==> config.mk <==
export PLATFORM = sky130hd
export DESIGN_NAME = llsc_unit
export DESIGN_NICKNAME = d
export VERILOG_FILES = /design/src/rtl/llsc_pkg.sv /design/src/rtl/llsc_agen.sv /design/src/rtl/llsc_lane.sv /design/src/rtl/llsc_link.sv /design/src/rtl/llsc_unit.sv
export SDC_FILE = /design/constraint.sdc
export NUM_CORES = 1
export LEC_CHECK = 0
export ABC_AREA = 0
export CAP_MARGIN = 20
export CORE_MARGIN = 10
export CORE_UTILIZATION = 35
export DETAILED_ROUTE_END_ITERATION = 8
export DONT_BUFFER_PORTS = 1
export PLACE_DENSITY = 0.49
export SLEW_MARGIN = 25
export SYNTH_ARGS = -nofsm -noshare
export SYNTH_HDL_FRONTEND = slang
export SYNTH_HIERARCHICAL = 1
export SYNTH_SLANG_ARGS = --single-unit
==> constraint.sdc <==
create_clock -name clk -period 5.24 [get_ports clk]
set_input_delay 0.524 -clock clk [delete_from_list [all_inputs] [get_ports clk]]
set_output_delay 0.524 -clock clk [all_outputs]
set_load 0.005 [all_outputs]
==> src/rtl/llsc_pkg.sv <==
package llsc_pkg;

    localparam int BUS_W   = 64;
    localparam int WORD_W  = 32;
    localparam int OFF_W   = 16;
    localparam int BYTES   = BUS_W / 8;
    localparam int LANE_W  = $clog2(BYTES);
    localparam int OP_W    = 2;

    typedef enum logic [OP_W-1:0] {
        OP_RES_W  = 2'd0,
        OP_RES_D  = 2'd1,
        OP_COND_W = 2'd2,
        OP_COND_D = 2'd3
    } llsc_op_e;

    typedef enum logic [1:0] {
        ST_IDLE = 2'd0,
        ST_MEM  = 2'd1,
        ST_DONE = 2'd2
    } llsc_state_e;

    typedef struct packed {
        logic              misaligned;
        logic [LANE_W-1:0] lane;
    } acc_info_t;

    function automatic logic is_store(llsc_op_e op);
        return op[1];
    endfunction

    function automatic logic is_dword(llsc_op_e op);
        return op[0];
    endfunction

endpackage

==> src/rtl/llsc_agen.sv <==
module llsc_agen
    import llsc_pkg::*;
#(
    parameter int ADDR_W = 64
) (
    input  logic [ADDR_W-1:0] base,
    input  logic [OFF_W-1:0]  offset,
    input  llsc_op_e          op,
    input  logic              big_endian,
    input  logic              reverse_endian,
    output logic [ADDR_W-1:0] paddr,
    output acc_info_t         info
);
    localparam int EXT_W = ADDR_W - OFF_W;

    logic [ADDR_W-1:0] ea;

    always_comb begin
        ea = base + {{EXT_W{offset[OFF_W-1]}}, offset};
        if (is_dword(op)) begin
            info.misaligned = |ea[LANE_W-1:0];
            info.lane       = '0;
            paddr           = ea;
        end else begin
            info.misaligned = |ea[LANE_W-2:0];
            info.lane       = {ea[LANE_W-1] ^ big_endian, {(LANE_W-1){1'b0}}};
            paddr           = {ea[ADDR_W-1:LANE_W], ea[LANE_W-1] ^ reverse_endian,
                               ea[LANE_W-2:0]};
        end
    end
endmodule

==> src/rtl/llsc_lane.sv <==
module llsc_lane
    import llsc_pkg::*;
(
    input  llsc_op_e          op,
    input  logic [LANE_W-1:0] lane,
    input  logic [BUS_W-1:0]  rdata,
    input  logic [BUS_W-1:0]  sdata,
    output logic [BUS_W-1:0]  load_val,
    output logic [BUS_W-1:0]  wdata,
    output logic [BYTES-1:0]  wstrb
);
    localparam int WBYTES = WORD_W / 8;

    logic [BUS_W-1:0] shifted;
    logic [LANE_W+2:0] bitpos;

    always_comb begin
        bitpos  = {lane, 3'b000};
        shifted = rdata >> bitpos;
        if (is_dword(op)) begin
            load_val = rdata;
            wdata    = sdata;
            wstrb    = '1;
        end else begin
            load_val = {{(BUS_W-WORD_W){shifted[WORD_W-1]}}, shifted[WORD_W-1:0]};
            wdata    = {{(BUS_W-WORD_W){1'b0}}, sdata[WORD_W-1:0]} << bitpos;
            wstrb    = {{(BYTES-WBYTES){1'b0}}, {WBYTES{1'b1}}} << lane;
        end
    end
endmodule

==> src/rtl/llsc_link.sv <==
module llsc_link (
    input  logic clk,
    input  logic rst,
    input  logic set_i,
    input  logic clr_i,
    output logic link_o
);
    always_ff @(posedge clk) begin
        if (rst || clr_i) begin
            link_o <= 1'b0;
        end else if (set_i) begin
            link_o <= 1'b1;
        end
    end
endmodule

==> src/rtl/llsc_unit.sv <==
module llsc_unit
    import llsc_pkg::*;
#(
    parameter int ADDR_W = 64
) (
    input  logic              clk,
    input  logic              rst,
    input  logic              req_valid,
    output logic              req_ready,
    input  logic [OP_W-1:0]   req_op,
    input  logic [ADDR_W-1:0] req_base,
    input  logic [OFF_W-1:0]  req_offset,
    input  logic [BUS_W-1:0]  req_sdata,
    input  logic              big_endian,
    input  logic              reverse_endian,
    input  logic              eret_pulse,
    input  logic              link_kill,
    output logic              mem_req,
    output logic              mem_we,
    output logic [ADDR_W-1:0] mem_addr,
    output logic [BUS_W-1:0]  mem_wdata,
    output logic [BYTES-1:0]  mem_wstrb,
    input  logic              mem_resp,
    input  logic [BUS_W-1:0]  mem_rdata,
    output logic              done,
    output logic              addr_err,
    output logic [BUS_W-1:0]  result
);
    llsc_state_e       state_q;
    llsc_op_e          op_in, op_q;
    logic [ADDR_W-1:0] pa_c, pa_q;
    acc_info_t         info_c;
    logic [LANE_W-1:0] lane_q;
    logic [BUS_W-1:0]  sdata_q, res_q, load_val;
    logic              err_q, link, link_set, accept;

    assign op_in  = llsc_op_e'(req_op);
    assign accept = req_valid && (state_q == ST_IDLE);

    llsc_agen #(.ADDR_W(ADDR_W)) u_agen (
        .base           (req_base),
        .offset         (req_offset),
        .op             (op_in),
        .big_endian     (big_endian),
        .reverse_endian (reverse_endian),
        .paddr          (pa_c),
        .info           (info_c)
    );

    llsc_lane u_lane (
        .op       (op_q),
        .lane     (lane_q),
        .rdata    (mem_rdata),
        .sdata    (sdata_q),
        .load_val (load_val),
        .wdata    (mem_wdata),
        .wstrb    (mem_wstrb)
    );

    assign link_set = (state_q == ST_MEM) && mem_resp && !is_store(op_q);

    llsc_link u_link (
        .clk    (clk),
        .rst    (rst),
        .set_i  (link_set),
        .clr_i  (eret_pulse || link_kill),
        .link_o (link)
    );

    always_ff @(posedge clk) begin
        if (rst) begin
            state_q <= ST_IDLE;
            op_q    <= OP_RES_W;
            pa_q    <= '0;
            lane_q  <= '0;
            sdata_q <= '0;
            res_q   <= '0;
            err_q   <= 1'b0;
        end else begin
            unique case (state_q)
                ST_IDLE: if (accept) begin
                    op_q    <= op_in;
                    pa_q    <= pa_c;
                    lane_q  <= info_c.lane;
                    sdata_q <= req_sdata;
                    res_q   <= '0;
                    err_q   <= info_c.misaligned;
                    if (info_c.misaligned || (is_store(op_in) && !link)) begin
                        state_q <= ST_DONE;
                    end else begin
                        state_q <= ST_MEM;
                    end
                end
                ST_MEM: if (mem_resp) begin
                    res_q   <= is_store(op_q) ? {{(BUS_W-1){1'b0}}, 1'b1} : load_val;
                    state_q <= ST_DONE;
                end
                ST_DONE: state_q <= ST_IDLE;
                default: state_q <= ST_IDLE;
            endcase
        end
    end

    assign req_ready = (state_q == ST_IDLE);
    assign mem_req   = (state_q == ST_MEM);
    assign mem_we    = mem_req && is_store(op_q);
    assign mem_addr  = pa_q;
    assign done      = (state_q == ST_DONE);
    assign addr_err  = done && err_q;
    assign result    = res_q;
endmodule

==> flow_summary.yaml <==
grt:
  grt_max_degree: 204
  grt-ovfl-total: 0
  antenna_found_initial: 1
  grt_pass1_vias: 13300
  grtUsageTotal: 0.212
  grt_first_pass_wirelength_um: 85800
power:
  power.internal_uw: 3170
  p_per_area_nw_per_um2: 301
  combPwrFrac: 0.247
  p_seq_frac: 0.370
  p_switching_uw: 1580
  peakVddDrop_mv: 0.189
  p_leak_uw: 0.00589
  switching_share: 0.332
  p_clk_frac: 0.382
  p_total_uw: 4740
floorplan:
  die_w_um: 227
  die-area_um2: 51500
  design.core.area_um2: 42100
  die_h_um: 227
  io_pins: 423
  num_rows: 75
  initial_core_util: 0.355
timing:
  fin_skew_ns: 0.0229
  setup_ws_ns: 1.51
  layout_min_cycle_time_ns: 3.73
  relSlewSlack: 0.353
  hold_viol: 0
  fmax_mhz: 268
  slew_violations: 0
  timing.final.crit_share: 0.713
  rsz0062_at_grt: "no"
  finalSetupViolations: 0
  tightestPinTransition_ns: 0.970
  fin_setup_tns_ns: 0
job:
  max_cap_violations: 0
synthesis:
  avgSynthCellArea_um2: 7.71
  yosysSeqAreaShare: 0.269
  ys_ff_latch: 201
  synth_cell_types: 100
  yosysWarningCount: 6
  synth_area_um2: 15000
  synthCells: 1941
  synth_enable_flop_cells: 0
  async_flop_share: 0
  ys.flop_type: "dfxtp_1"
route:
  first_iter_violations: 1187
  detail_route.wirelength_um: 58200
  ant_nets: 0
  dr.pass1.iters: 6
  via_per_inst: 5.92
  drc: 0
  vias: 14100
  avgRoutedWirePerCell_um: 24.4
cts:
  clkSinkCount: 201
  cts_setup_buffers: 0
  clk_pin_slew_ns: 0.06
  htreeDepth: 1
  postCtsHoldBufs: 0
  clk_latency_ns: 0.57
  ctsResizeCount: 0
  cts_buffers: 27
  cts_tree: "built"
  cts_buffer_depth: 3
  cts_root_buffer: "clkbuf_16"
critical_path:
  cp-end-kind: "output pin"
  r2r_slack_ns: 2.06
  crit_fanout: 21
  critPathKind: "flip-flop to output pin"
  crit_family: "flip-flops"
  worst-endpoint-required_ns: 4.72
  critPathArrivalTime_ns: 3.21
  path_cells: "nor2b_1, inv_1, o21ai_0"
  crit_buf_inv: 1
  cpPeakStageDelay_ns: 0.90
  critPathSlowestCell: "dfxtp_1"
  worstSetupStartpointType: "flip-flop"
outcome:
  status: "finished, final reports clean"
place:
  gp_congestion: 0.933
  dp_slack_ns: 1.60
  dp_hpwl_um: 43800
  port_buffers: 0
cells_and_area:
  drive_gt1_frac: 0.0726
  mostFrequentLayoutCells: "nand2_1, a21oi_1, dfxtp_1"
  final_nets: 2110
  n_antenna_cell: 0
  finalCoreUtilization: 0.374
  final_common_cell: "nand2_1"
  area_growth_pct: 5.36
hold_path:
  min_path_type: "primary input to flip-flop"
-- Yosys cell counts (4+ instances only) --
cell type | count | area share
ha_1 | 64 | 0.053
nand3_1 | 42 | 0.014
nand4_1 | 22 | 0.0092
dfxtp_1 | 201 | 0.27
nor2b_1 | 12 | 0.0050
a21oi_1 | 210 | 0.070
o2bb2ai_1 | 8 | 0.0047
and2_1 | 12 | 0.0050
nor4_1 | 4 | 0.0017
inv_1 | 12 | 0.0030
buf_4 | 21 | 0.011
or2_2 | 6 | 0.0025
xnor2_1 | 37 | 0.022
and3_1 | 5 | 0.0021
o21ai_1 | 8 | 0.0027
buf_1 | 4 | 0.0010
nor2_1 | 48 | 0.012
nand2b_1 | 77 | 0.032
a22o_1 | 39 | 0.023
a211o_1 | 7 | 0.0041
o22a_1 | 10 | 0.0058
a211oi_1 | 11 | 0.0055
o21bai_1 | 13 | 0.0065
o211ai_1 | 11 | 0.0055
mux2_2 | 31 | 0.023
nor3_1 | 21 | 0.0070
a2bb2oi_1 | 6 | 0.0035
a221o_1 | 14 | 0.0094
or3b_1 | 4 | 0.0023
a31oi_1 | 7 | 0.0029
xor2_1 | 23 | 0.013
buf_2 | 38 | 0.013
nand2_1 | 436 | 0.11
clkbuf_1 | 71 | 0.018
mux2i_1 | 121 | 0.081
a21o_1 | 31 | 0.016
nand3b_1 | 5 | 0.0025
o21ai_0 | 70 | 0.023
a22oi_1 | 47 | 0.024
buf_6 | 16 | 0.012
o31ai_1 | 6 | 0.0030
o21a_1 | 11 | 0.0055
o22ai_1 | 22 | 0.0092
-- registers in the layout, indices dropped and copies added (netlist names) --
| name | cells |
|---|---|
| state_q | 2 |
| op_q | 2 |
| sdata_q | 64 |
| err_q | 1 |
| lane_q | 3 |
| mem_addr | 64 |
| result | 64 |
| u_link/link_o | 1 |
-- power groups by stage --
stage / logic, µW / registers [µW] / clock network (µW)
2_1_floorplan: 984 / 1710 / 0
3_3_place_gp: 1160 / 1790 / 0
3_5_place_dp: 1160 / 1790 / 0
4_1_cts: 1160 / 1760 / 1870
5_1_grt: 1290 / 1770 / 1930
6_report: 1170 / 1760 / 1810
-- cells by family after synthesis --
kind of cell	after synthesis	share of synthesized area
and+or+nand+nor	724	0.225
AOI/OAI and AO/OA	566	0.248
adders and majority gates	65	0.0548
xor gates and xnor gates	60	0.0351
other	1	0.000250
buffers and inverters	170	0.0610
muxes	154	0.107
DFF	201	0.269
-- metal layers --
metal | vias to the layer above | GRT usage | share of wire
li1 | 6720 | - | -
met1 | 6784 | 0.269 | 0.42
met2 | 532 | 0.343 | 0.46
met3 | 82 | 0.0618 | 0.095
met4 | 2 | 0.0569 | 0.026
met5 | - | 0 | 0.00022
-- through the flow --
| step | area (µm²) | std cells | hold WS, ns |
|---|---|---|---|
| final | 15800 | 2386 | 0.0398 |
| after global routing | 15800 | 2386 | 0.0137 |
| after CTS | 15800 | 2386 | 0.0262 |
| after detailed placement | 14900 | 2337 | 0.447 |
| after global placement | 14900 | 2337 | 0.439 |
| after floorplan | 15000 | 1942 | 0.431 |
-- worst paths after layout --
check                   start       endpoint  depth (start not counted)
hold / removal            rst   mem_addr[46]                          1
setup reg to reg      op_q[0]     result[60]                          6
hold reg to reg   sdata_q[44]    sdata_q[44]                          2
setup / recovery    lane_q[2]  mem_wdata[62]                          3
-- final cells by class --
type                       instances  area, µm²
fill                            4515      26400
timing repair buffer              11       82.6
multi-input combinational       1571      10100
clock inverter                     9       83.8
tap                              539        674
sequential                       201       4030
inverter                          15       56.3
clock buffer                      40        785
Power figures use the tool's default switching activity.
